--- src/rtl/exc_seq_pkg.sv ---
package exc_seq_pkg;
  typedef enum logic [2:0] {
    C_RESET = 3'd0, C_BRK  = 3'd1, C_IBUS = 3'd2, C_WATCH = 3'd3,
    C_DBUS  = 3'd4, C_DIV  = 3'd5, C_IRQ  = 3'd6, C_SCALL = 3'd7
  } cause_e;

  typedef enum logic [2:0] {
    ACT_NONE, ACT_RST, ACT_DBG, ACT_ND, ACT_BRET, ACT_ERET, ACT_IEWR, ACT_BAD
  } act_e;
endpackage

--- src/rtl/exc_arb.sv ---
module exc_arb
  import exc_seq_pkg::*;
#(
  parameter int unsigned CAUSE_W = 4
) (
  input  logic               rst_pend_i,
  input  logic               dbg_req_i,
  input  logic [CAUSE_W-1:0] dbg_cause_i,
  input  logic               nd_req_i,
  input  logic [CAUSE_W-1:0] nd_cause_i,
  input  logic               bret_i,
  input  logic               eret_i,
  input  logic               ie_wr_i,
  output act_e               act_o,
  output logic [CAUSE_W-1:0] cause_o
);
  logic d_hi, n_hi, dbg_ok, nd_ok;
  logic [2:0] d_lo, n_lo;

  // codes above 7 are out of range when the port is wider than 3 bits
  if (CAUSE_W > 3) begin : g_hi
    assign d_hi = ~|dbg_cause_i[CAUSE_W-1:3];
    assign n_hi = ~|nd_cause_i[CAUSE_W-1:3];
  end else begin : g_nohi
    assign d_hi = 1'b1;
    assign n_hi = 1'b1;
  end

  assign d_lo   = dbg_cause_i[2:0];
  assign n_lo   = nd_cause_i[2:0];
  assign dbg_ok = d_hi && (d_lo == C_BRK || d_lo == C_WATCH);
  assign nd_ok  = n_hi && (n_lo == C_IBUS || n_lo == C_DBUS || n_lo == C_DIV ||
                           n_lo == C_IRQ  || n_lo == C_SCALL);

  always_comb begin
    act_o   = ACT_NONE;
    cause_o = dbg_req_i ? dbg_cause_i : nd_cause_i;
    if (rst_pend_i)    act_o = ACT_RST;
    else if (dbg_req_i) act_o = dbg_ok ? ACT_DBG : ACT_BAD;
    else if (nd_req_i)  act_o = nd_ok ? ACT_ND : ACT_BAD;
    else if (bret_i)    act_o = ACT_BRET;
    else if (eret_i)    act_o = ACT_ERET;
    else if (ie_wr_i)   act_o = ACT_IEWR;
  end
endmodule

--- src/rtl/exc_vec.sv ---
module exc_vec
  import exc_seq_pkg::*;
#(
  parameter int unsigned XLEN       = 32,
  parameter int unsigned CAUSE_W    = 4,
  parameter int unsigned SLOT_SHIFT = 5
) (
  input  act_e               act_i,
  input  logic [CAUSE_W-1:0] cause_i,
  input  logic               remap_i,
  input  logic [XLEN-1:0]    exc_base_i,
  input  logic [XLEN-1:0]    dbg_base_i,
  input  logic [XLEN-1:0]    ea_i,
  input  logic [XLEN-1:0]    ba_i,
  output logic [XLEN-1:0]    tgt_o
);
  logic [XLEN-1:0] off, nd_base;

  assign off     = XLEN'(cause_i) << SLOT_SHIFT;
  assign nd_base = remap_i ? dbg_base_i : exc_base_i;

  always_comb begin
    unique case (act_i)
      ACT_RST:  tgt_o = exc_base_i;
      ACT_DBG:  tgt_o = dbg_base_i + off;
      ACT_ND:   tgt_o = nd_base + off;
      ACT_BRET: tgt_o = ba_i;
      ACT_ERET: tgt_o = ea_i;
      default:  tgt_o = '0;
    endcase
  end
endmodule

--- src/rtl/exc_state.sv ---
module exc_state
  import exc_seq_pkg::*;
#(
  parameter int unsigned XLEN = 32
) (
  input  logic            clk_i,
  input  logic            rst_ni,
  input  act_e            act_i,
  input  logic [XLEN-1:0] pc_i,
  input  logic [XLEN-1:0] tgt_i,
  input  logic            ie_wdata_i,
  output logic            rst_pend_o,
  output logic            rv_o,
  output logic [XLEN-1:0] rpc_o,
  output logic            ie_o,
  output logic            eie_o,
  output logic            bie_o,
  output logic [XLEN-1:0] ea_o,
  output logic [XLEN-1:0] ba_o,
  output logic            bad_o
);
  logic            pend_q, rv_q, ie_q, eie_q, bie_q, bad_q;
  logic [XLEN-1:0] rpc_q, ea_q, ba_q;

  always_ff @(posedge clk_i or negedge rst_ni) begin
    if (!rst_ni) begin
      pend_q <= 1'b1;
      rv_q   <= 1'b0;
      rpc_q  <= '0;
      ie_q   <= 1'b0;
      eie_q  <= 1'b0;
      bie_q  <= 1'b0;
      ea_q   <= '0;
      ba_q   <= '0;
      bad_q  <= 1'b0;
    end else begin
      pend_q <= 1'b0;
      rv_q   <= 1'b0;
      bad_q  <= 1'b0;
      unique case (act_i)
        ACT_RST: begin
          rv_q  <= 1'b1;
          rpc_q <= tgt_i;
        end
        ACT_DBG: begin
          ba_q  <= pc_i;
          bie_q <= ie_q;
          ie_q  <= 1'b0;
          rv_q  <= 1'b1;
          rpc_q <= tgt_i;
        end
        ACT_ND: begin
          ea_q  <= pc_i;
          eie_q <= ie_q;
          ie_q  <= 1'b0;
          rv_q  <= 1'b1;
          rpc_q <= tgt_i;
        end
        ACT_BRET: begin
          ie_q  <= bie_q;
          rv_q  <= 1'b1;
          rpc_q <= tgt_i;
        end
        ACT_ERET: begin
          ie_q  <= eie_q;
          rv_q  <= 1'b1;
          rpc_q <= tgt_i;
        end
        ACT_IEWR: ie_q  <= ie_wdata_i;
        ACT_BAD:  bad_q <= 1'b1;
        default: ;
      endcase
    end
  end

  assign rst_pend_o = pend_q;
  assign rv_o       = rv_q;
  assign rpc_o      = rpc_q;
  assign ie_o       = ie_q;
  assign eie_o      = eie_q;
  assign bie_o      = bie_q;
  assign ea_o       = ea_q;
  assign ba_o       = ba_q;
  assign bad_o      = bad_q;


  dbg_entry_chk: assert property (@(posedge clk_i) disable iff (!rst_ni)
    act_i == ACT_DBG |=> !ie_q && bie_q == $past(ie_q) && ba_q == $past(pc_i) && rv_q);

  nd_entry_chk: assert property (@(posedge clk_i) disable iff (!rst_ni)
    act_i == ACT_ND |=> !ie_q && eie_q == $past(ie_q) && ea_q == $past(pc_i) && rv_q);

  bad_hold_chk: assert property (@(posedge clk_i) disable iff (!rst_ni)
    act_i == ACT_BAD |=> bad_q && !rv_q && $stable(ie_q) && $stable(eie_q) &&
                         $stable(bie_q) && $stable(ea_q) && $stable(ba_q));

  eret_chk: assert property (@(posedge clk_i) disable iff (!rst_ni)
    act_i == ACT_ERET |=> ie_q == $past(eie_q) && rpc_q == $past(ea_q) && $stable(eie_q));

  bret_chk: assert property (@(posedge clk_i) disable iff (!rst_ni)
    act_i == ACT_BRET |=> ie_q == $past(bie_q) && rpc_q == $past(ba_q) && $stable(bie_q));
endmodule

--- src/rtl/exc_entry_seq.sv ---
module exc_entry_seq
  import exc_seq_pkg::*;
#(
  parameter int unsigned XLEN       = 32,
  parameter int unsigned CAUSE_W    = 4,
  parameter int unsigned SLOT_BYTES = 32
) (
  input  logic               clk_i,
  input  logic               rst_ni,
  input  logic [XLEN-1:0]    pc_i,
  input  logic [XLEN-1:0]    exc_base_i,
  input  logic [XLEN-1:0]    dbg_base_i,
  input  logic               remap_i,
  input  logic               dbg_req_i,
  input  logic [CAUSE_W-1:0] dbg_cause_i,
  input  logic               nd_req_i,
  input  logic [CAUSE_W-1:0] nd_cause_i,
  input  logic               eret_i,
  input  logic               bret_i,
  input  logic               ie_wr_i,
  input  logic               ie_wdata_i,
  output logic               redirect_valid_o,
  output logic [XLEN-1:0]    redirect_pc_o,
  output logic               ie_o,
  output logic               eie_o,
  output logic               bie_o,
  output logic [XLEN-1:0]    ea_o,
  output logic [XLEN-1:0]    ba_o,
  output logic               illegal_o
);
  localparam int unsigned SLOT_SHIFT = $clog2(SLOT_BYTES);

  act_e               act;
  logic [CAUSE_W-1:0] cause;
  logic [XLEN-1:0]    tgt;
  logic               rst_pend;

  exc_arb #(.CAUSE_W(CAUSE_W)) arb_i (
    .rst_pend_i (rst_pend),
    .dbg_req_i  (dbg_req_i),
    .dbg_cause_i(dbg_cause_i),
    .nd_req_i   (nd_req_i),
    .nd_cause_i (nd_cause_i),
    .bret_i     (bret_i),
    .eret_i     (eret_i),
    .ie_wr_i    (ie_wr_i),
    .act_o      (act),
    .cause_o    (cause)
  );

  exc_vec #(.XLEN(XLEN), .CAUSE_W(CAUSE_W), .SLOT_SHIFT(SLOT_SHIFT)) vec_i (
    .act_i     (act),
    .cause_i   (cause),
    .remap_i   (remap_i),
    .exc_base_i(exc_base_i),
    .dbg_base_i(dbg_base_i),
    .ea_i      (ea_o),
    .ba_i      (ba_o),
    .tgt_o     (tgt)
  );

  exc_state #(.XLEN(XLEN)) st_i (
    .clk_i     (clk_i),
    .rst_ni    (rst_ni),
    .act_i     (act),
    .pc_i      (pc_i),
    .tgt_i     (tgt),
    .ie_wdata_i(ie_wdata_i),
    .rst_pend_o(rst_pend),
    .rv_o      (redirect_valid_o),
    .rpc_o     (redirect_pc_o),
    .ie_o      (ie_o),
    .eie_o     (eie_o),
    .bie_o     (bie_o),
    .ea_o      (ea_o),
    .ba_o      (ba_o),
    .bad_o     (illegal_o)
  );


  redir_bad_excl_chk: assert property (@(posedge clk_i) disable iff (!rst_ni)
    !(redirect_valid_o && illegal_o));

  dbg_over_nd_chk: assert property (@(posedge clk_i) disable iff (!rst_ni)
    (!rst_pend && dbg_req_i && nd_req_i) |=> $stable(ea_o) && $stable(eie_o));
endmodule

--- config.mk ---
export PLATFORM = sky130hd
export DESIGN_NAME = exc_entry_seq
export DESIGN_NICKNAME = d
export VERILOG_FILES = /design/src/rtl/exc_seq_pkg.sv /design/src/rtl/exc_arb.sv /design/src/rtl/exc_vec.sv /design/src/rtl/exc_state.sv /design/src/rtl/exc_entry_seq.sv
export SDC_FILE = /design/constraint.sdc
export NUM_CORES = 1
export LEC_CHECK = 0
export BUFFER_PORTS_ARGS = -buffer_cell sky130_fd_sc_hd__buf_2
export CAP_MARGIN = 20
export CELL_PAD_IN_SITES_DETAIL_PLACEMENT = 2
export CELL_PAD_IN_SITES_GLOBAL_PLACEMENT = 2
export CORE_MARGIN = 1.5
export CORE_UTILIZATION = 27
export CTS_BUF_LIST = sky130_fd_sc_hd__clkbuf_16
export DETAILED_ROUTE_END_ITERATION = 6
export GPL_ROUTABILITY_DRIVEN = 1
export PLACE_DENSITY_LB_ADDON = 0.1
export SLEW_MARGIN = 10
export SYNTH_ARGS = -nofsm -noshare
export SYNTH_HDL_FRONTEND = slang
export SYNTH_SLANG_ARGS = --single-unit
--- constraint.sdc ---
create_clock -name clk_i -period 3.8 [get_ports clk_i]
set_clock_uncertainty 0.05 [all_clocks]
set_input_delay 0.38 -clock clk_i [delete_from_list [all_inputs] [get_ports clk_i]]
set_output_delay 0.38 -clock clk_i [all_outputs]
set_load 0.1 [all_outputs]
Yosys cells after proc, flatten, opt, wreduce, memory -nomap -nowiden
Index checks and enable logic that the tools add are counted.

storage, ports and cells
  output and inout bits = 101
  register bits after elaboration = 102
  input bits = 113
  memory bits (read-only) = 0
  memories = 0
  word-level logic and storage cells = 51
  bits in writable memories = 0
  bits in latches = 0

cells by class
  $add $sub $neg = 2
  divide/modulo/power cells = 0
  order comparisons = 0
  bitwise operators = 0
  multiplexer cells = 14
  reduce and logical (&&, ||, !) cells = 12
  multiply operators = 0
  equal/unequal tests = 14
  shifts and indexed selects = 0

operators by type and width
  operator                                       number
  one-hot mux 32 bit (4 select lines)            1
  adder 32 x 9 -> 32 bit                         2
  2-to-1 mux 32 bit                              1
  == test 3 bit, second input constant           8
  2-to-1 mux 3 bit                               8
  == test 3 x 2 -> 1 bit, second input constant  4
  == test 3 x 1 -> 1 bit, second input constant  2
  logical OR 1 bit                               5
  OR reduction 5 bit                             1
  2-to-1 mux 4 bit                               1
  one-hot mux 1 bit (4 select lines)             1
  nonzero test 4 bit                             1
  logical AND 1 bit                              2
  logical NOT 1 bit                              2
  2-to-1 mux 1 bit                               2
  OR reduction 2 bit                             1

Logic depth before layout (Yosys ltp)
  word-level depth = 13
  gate-level depth with buffers = 19
  depth with buffers taken out = 14

Cells and area by module
A second synthesis with hierarchy kept.

second synthesis, totals
  cell total of the unflattened synthesis = 571
  area total of the unflattened synthesis = 6423.7 um^2

modules (own cells, without submodules)
  module     times used  area each (um^2)  cells an instance  seq. area each (um^2)
  exc_state  1           3883.7            220                2553.7
  exc_vec    1           2393.5            331                0.0
  exc_arb    1           146.4             20                 0.0

Least setup slack after synthesis
No wires, ideal clock.

  kind = input -> register
  from = input dbg_cause_i[3]
  to = register st_i.rpc_q[19], in the netlist st_i.rpc_o[19]
  buffers on the path = 1
  required time = 3605 ps
  stages on the path = 15
  setup time = 145 ps
  arrival time = 3581 ps
  slack = 25 ps
  cells stage by stage = and4bb_4 > nor3_1 > nand3_2 > clkbuf_1 > nand2_1 > nand2_1 > ha_1 > fa_1 > a211oi_1 > nor2_1 > and3_1 > mux2i_2 > o21bai_1 > xnor2_1 > o221ai_1

on the way
  longest elaborated chain between the ends = 7
  elaborated cells on any way between the ends = 15
  classes of those cells = add/sub (2); eq/ne (5); mux (5); reduce/logical (3)

ends and longest elaborated chain
  item                                                                            line                 source
  start: declaration                                                              exc_entry_seq.sv:15  input logic [CAUSE_W-1:0] dbg_cause_i,
  parallel branches: the longest is 7 deep, another holds adder 32 x 9 -> 32 bit  -
  end signal: assignment                                                          exc_state.sv:43      rpc_q <= tgt_i;
  end signal: assignment                                                          exc_state.sv:50      rpc_q <= tgt_i;
  end signal: assignment                                                          exc_state.sv:57      rpc_q <= tgt_i;
  end: declaration                                                                exc_state.sv:23      logic [XLEN-1:0] rpc_q, ea_q, ba_q;

Several ways; the timed one is not identified.
A chain may end at the register's enable or synchronous reset.

Final worst setup path
  from = register st_i.pend_q, in the netlist st_i.rst_pend_o
  to = register st_i.rpc_q[19], in the netlist st_i.rpc_o[19]

on the way
  longest elaborated chain between the ends = 3
  elaborated cells on any way between the ends = 8
  classes of those cells = eq/ne (5); mux (2); reduce/logical (1)

ends and longest elaborated chain
  item                                                                              line                            source
  start: declaration                                                                exc_state.sv:22                 logic pend_q, rv_q, ie_q, eie_q, bie_q, bad_q;
  start signal: assignment                                                          exc_state.sv:27                 pend_q <= 1'b1;
  start signal: assignment                                                          exc_state.sv:37                 pend_q <= 1'b0;
  2-to-1 mux 3 bit *                                                                exc_arb.sv:38                   if (rst_pend_i) act_o = ACT_RST;
  == test 3 bit (tied with other cells)                                             exc_vec.sv:23, exc_state.sv:40
  one-hot mux 32 bit (4 select lines) / OR reduction 5 bit (equally long branches)  -

Every way passes the cells marked *; elsewhere a longest branch is shown, timed or not.

==> reports/results.ini <==
[run_status]
outcome = completed

[logic_synthesis]
synth.ff_latch_count = 102
ys_warn_count = 0
synth_top_area_cell = dfrtp_1
syn_area_sq_mm = 0.00584
synth-edff-count = 0
syn_area_per_cell_sq_um = 10.4
ys.flop_type = dfrtp_1
synth_largest_type_area_fraction = 0.433
synth_cell_type_count = 68
ys_async_sr_fraction = 1.00
synthTopCellsByArea = dfrtp_1 43%, mux2_2 14%, a222oi_1 4.3%
synth_fp_nets = 678
ys_seq_area_frac = 0.437
syn_inst = 560

[global_routing]
grtUsageTotal = 0.238
grt_pass1_vias = 6256
grt_pass1_wl_um = 39700
overflow = 0
grt_max_degree = 75
antenna_found_initial = 1

[sta]
hold_violations = 0
finalWorstPathRequiredPeriod_ps = 3440
finalSetupTns_ps = 0
setup_viol = 0
hold_slack_ps = 216
rsz0062_at_grt = false
period_share = 0.905
max_freq_mhz = 291
worstMarginPinSlew_ps = 939
slew_violations = 0
slew_headroom = 0.372

[worst_setup_path]
cp_max_fo = 11
reg2reg_from = st_i.rst_pend_o$_DFF_PN1_
path_common_cell = nand2_1
slowest_delay_ps = 660
slowest_stage = dfstp_2
worstSetupPathType = register to register
crit_chain = or3_1 -> nor3_4 -> nand2_1 -> nand2_1 -> ha_1 -> fa_1 -> a211oi_1 -> nor2_1 -> and3_1 -> mux2i_2 -> buf_4 -> o21bai_1 -> xnor2_1 -> o221ai_1
ff2ff_setup_slack_ps = 360
crit_start = st_i.rst_pend_o$_DFF_PN1_
end_kind = register
reg2reg_depth = 14
r2r-end = st_i.rpc_o[19]$_DFFE_PN0P_
start_kind = register
cp_data_required_time_ps = 3970
arrival_ps = 3610

[place]
io_buffers = 213
place.gp.congestion = 0.855
dp_hpwl_um = 20400

[cells_and_area]
final_common_cell = buf_2
drive_gt1_frac = 0.439
layout.nets = 904
layout_common_cells = 212 x buf_2, 101 x dfrtp_1, 71 x mux2_2
fin_util = 0.364
area_delta_synth_final_pct = 31.8

[worst_hold_path]
hold_class = input port to register
holdPathStages = 2
holdCritStartpoint = pc_i[19]
hold_path_end = st_i.ba_o[19]$_DFFE_PN0P_

[routing]
vias = 5750
wl_per_cell_um = 24.7
drt_iter0_drc = 285
routed_wl_um = 26300
dr.pass1.iters = 6
antenna_left = 0
drc = 0
via_per_inst = 5.39

[cts]
cts_buffers = 9
clkSinkCount = 102
cts-root-buf = clkbuf_16
cts.path.max_buffers = 2
insertion_delay_ps = 360
cts_tree = built
path_clk_slew_ps = 80
post-cts-setup-buffer-count = 0
h-tree-depth = 3

[floorplanning]
initial_core_util = 0.276
die_x_um = 150
dieArea_sq_mm = 0.0225
io_pins = 214
fp.dieH_um = 150
num_rows = 53
design.core.area_sq_mm = 0.0212

[power]
power.density_mw_per_mm2 = 698
fin_total_pwr_uw = 5380
p_leak_uw = 0.00350
vdd.ir_drop.worst_mv = 0.323

[job]
cap_violations = 0

## critical path, delay by kind of cell, from the launching register on
| kind | cells | cell delay [ps] |
|---|---|---|
| mux | 1 | 140 |
| fa+ha+maj | 2 | 660 |
| simple gates | 6 | 790 |
| flops | 1 | 660 |
| buf+inv | 1 | 180 |
| compound gates | 3 | 680 |
| xor+xnor | 1 | 140 |
## sequential cells by signal, summed over array words and instances, names as in the netlist
register and count:
st_i.rpc_o 32, st_i.bad_o 1, st_i.rst_pend_o 1, st_i.ea_o 32, st_i.bie_o 1, st_i.ie_o 1
st_i.rv_o 1, st_i.ba_o 32, st_i.eie_o 1
## metrics by stage
stage	worst slack, ps	instance area, sq um	cells
after floorplan	24.7	5840	560
after global placement	199	7350	1046
after detailed placement	50.2	7360	1047
after CTS	347	7650	1063
after global routing	117	7700	1066
final	359	7700	1067
## cells by family (layout without fill, tap and decap cells)
kind of cell             count (synthesis)  after routing  synth area share
flip-flops                             102            102             0.437
AO/OA/AOI/OAI                          124            124             0.165
buffers and inverters                   38            269            0.0293
multiplexers                            85             85             0.161
other                                    1              2          0.000642
XOR/XNOR                                33             33            0.0495
AND/OR/NAND/NOR                        172            172             0.145
adder cells (fa/ha/maj)                  5              5            0.0120
## cell usage after synthesis, types with 2 or more instances
cell / instances
nor4b_1: 3
o21ai_1: 2
a211oi_1: 5
o22ai_1: 5
nor2_1: 44
buf_1: 4
a21oi_1: 14
o21ai_0: 14
or4_1: 3
nand3_1: 13
a21boi_0: 2
a221oi_1: 4
a222oi_1: 25
o21bai_1: 2
o211ai_1: 3
nand3b_1: 2
a22oi_1: 4
nand2b_1: 2
nor4_1: 4
mux2_2: 71
and3_1: 5
a31oi_1: 7
nand2_1: 54
dfrtp_1: 101
nand4_1: 8
ha_1: 4
clkbuf_1: 14
and2_1: 6
buf_4: 3
o31ai_1: 2
buf_2: 8
nor2_2: 2
a221o_1: 8
a21o_1: 7
inv_1: 7
mux2i_1: 13
xor2_1: 16
xnor2_1: 17
and4_1: 3
a41oi_1: 2
o221ai_1: 7
nor3_1: 14
## timing repair
action / in CTS / in global routing
endpoints found under the hold margin: 0 / 14
hold buffers: 0 / 1
resized for setup: 0 / 0
## area by class of cell
| type | count | area, sq um |
|---|---|---|
| clock inverter | 7 | 56.3 |
| tap | 275 | 344 |
| inverter | 8 | 30.0 |
| fill | 2368 | 13500 |
| clock buffer | 9 | 225 |
| multi-input combinational | 420 | 3150 |
| sequential | 102 | 2550 |
| timing repair buffer | 245 | 1340 |
| antenna | 1 | 2.50 |
## where the power goes
group / internal (uW) / switching, uW / total, uW
clock: 454 / 469 / 923
sequential: 1340 / 210 / 1550
combinational: 504 / 2400 / 2900
total: 2300 / 3080 / 5380
## worst max-delay path by stage
stage | slack (ps) | cells after the start | end
final | 360 | 14 | st_i.rpc_o[19]$_DFFE_PN0P_
after CTS | 350 | 14 | st_i.rpc_o[19]$_DFFE_PN0P_
after global placement | 200 | 16 | st_i.rpc_o[19]$_DFFE_PN0P_
after floorplan | 20 | 15 | st_i.rpc_o[19]$_DFFE_PN0P_
after detailed placement | 50 | 16 | st_i.rpc_o[19]$_DFFE_PN0P_
after global routing | 120 | 14 | st_i.rpc_o[17]$_DFFE_PN0P_
## per-layer routing
metal	part of all wire	global-route usage	routed length (um)
met2	0.47	0.378	12400
met5	0	0	0
met1	0.45	0.329	11900
met3	0.064	0.0515	1690
met4	0.015	0.0569	391
(Power assumes the default switching activity.)
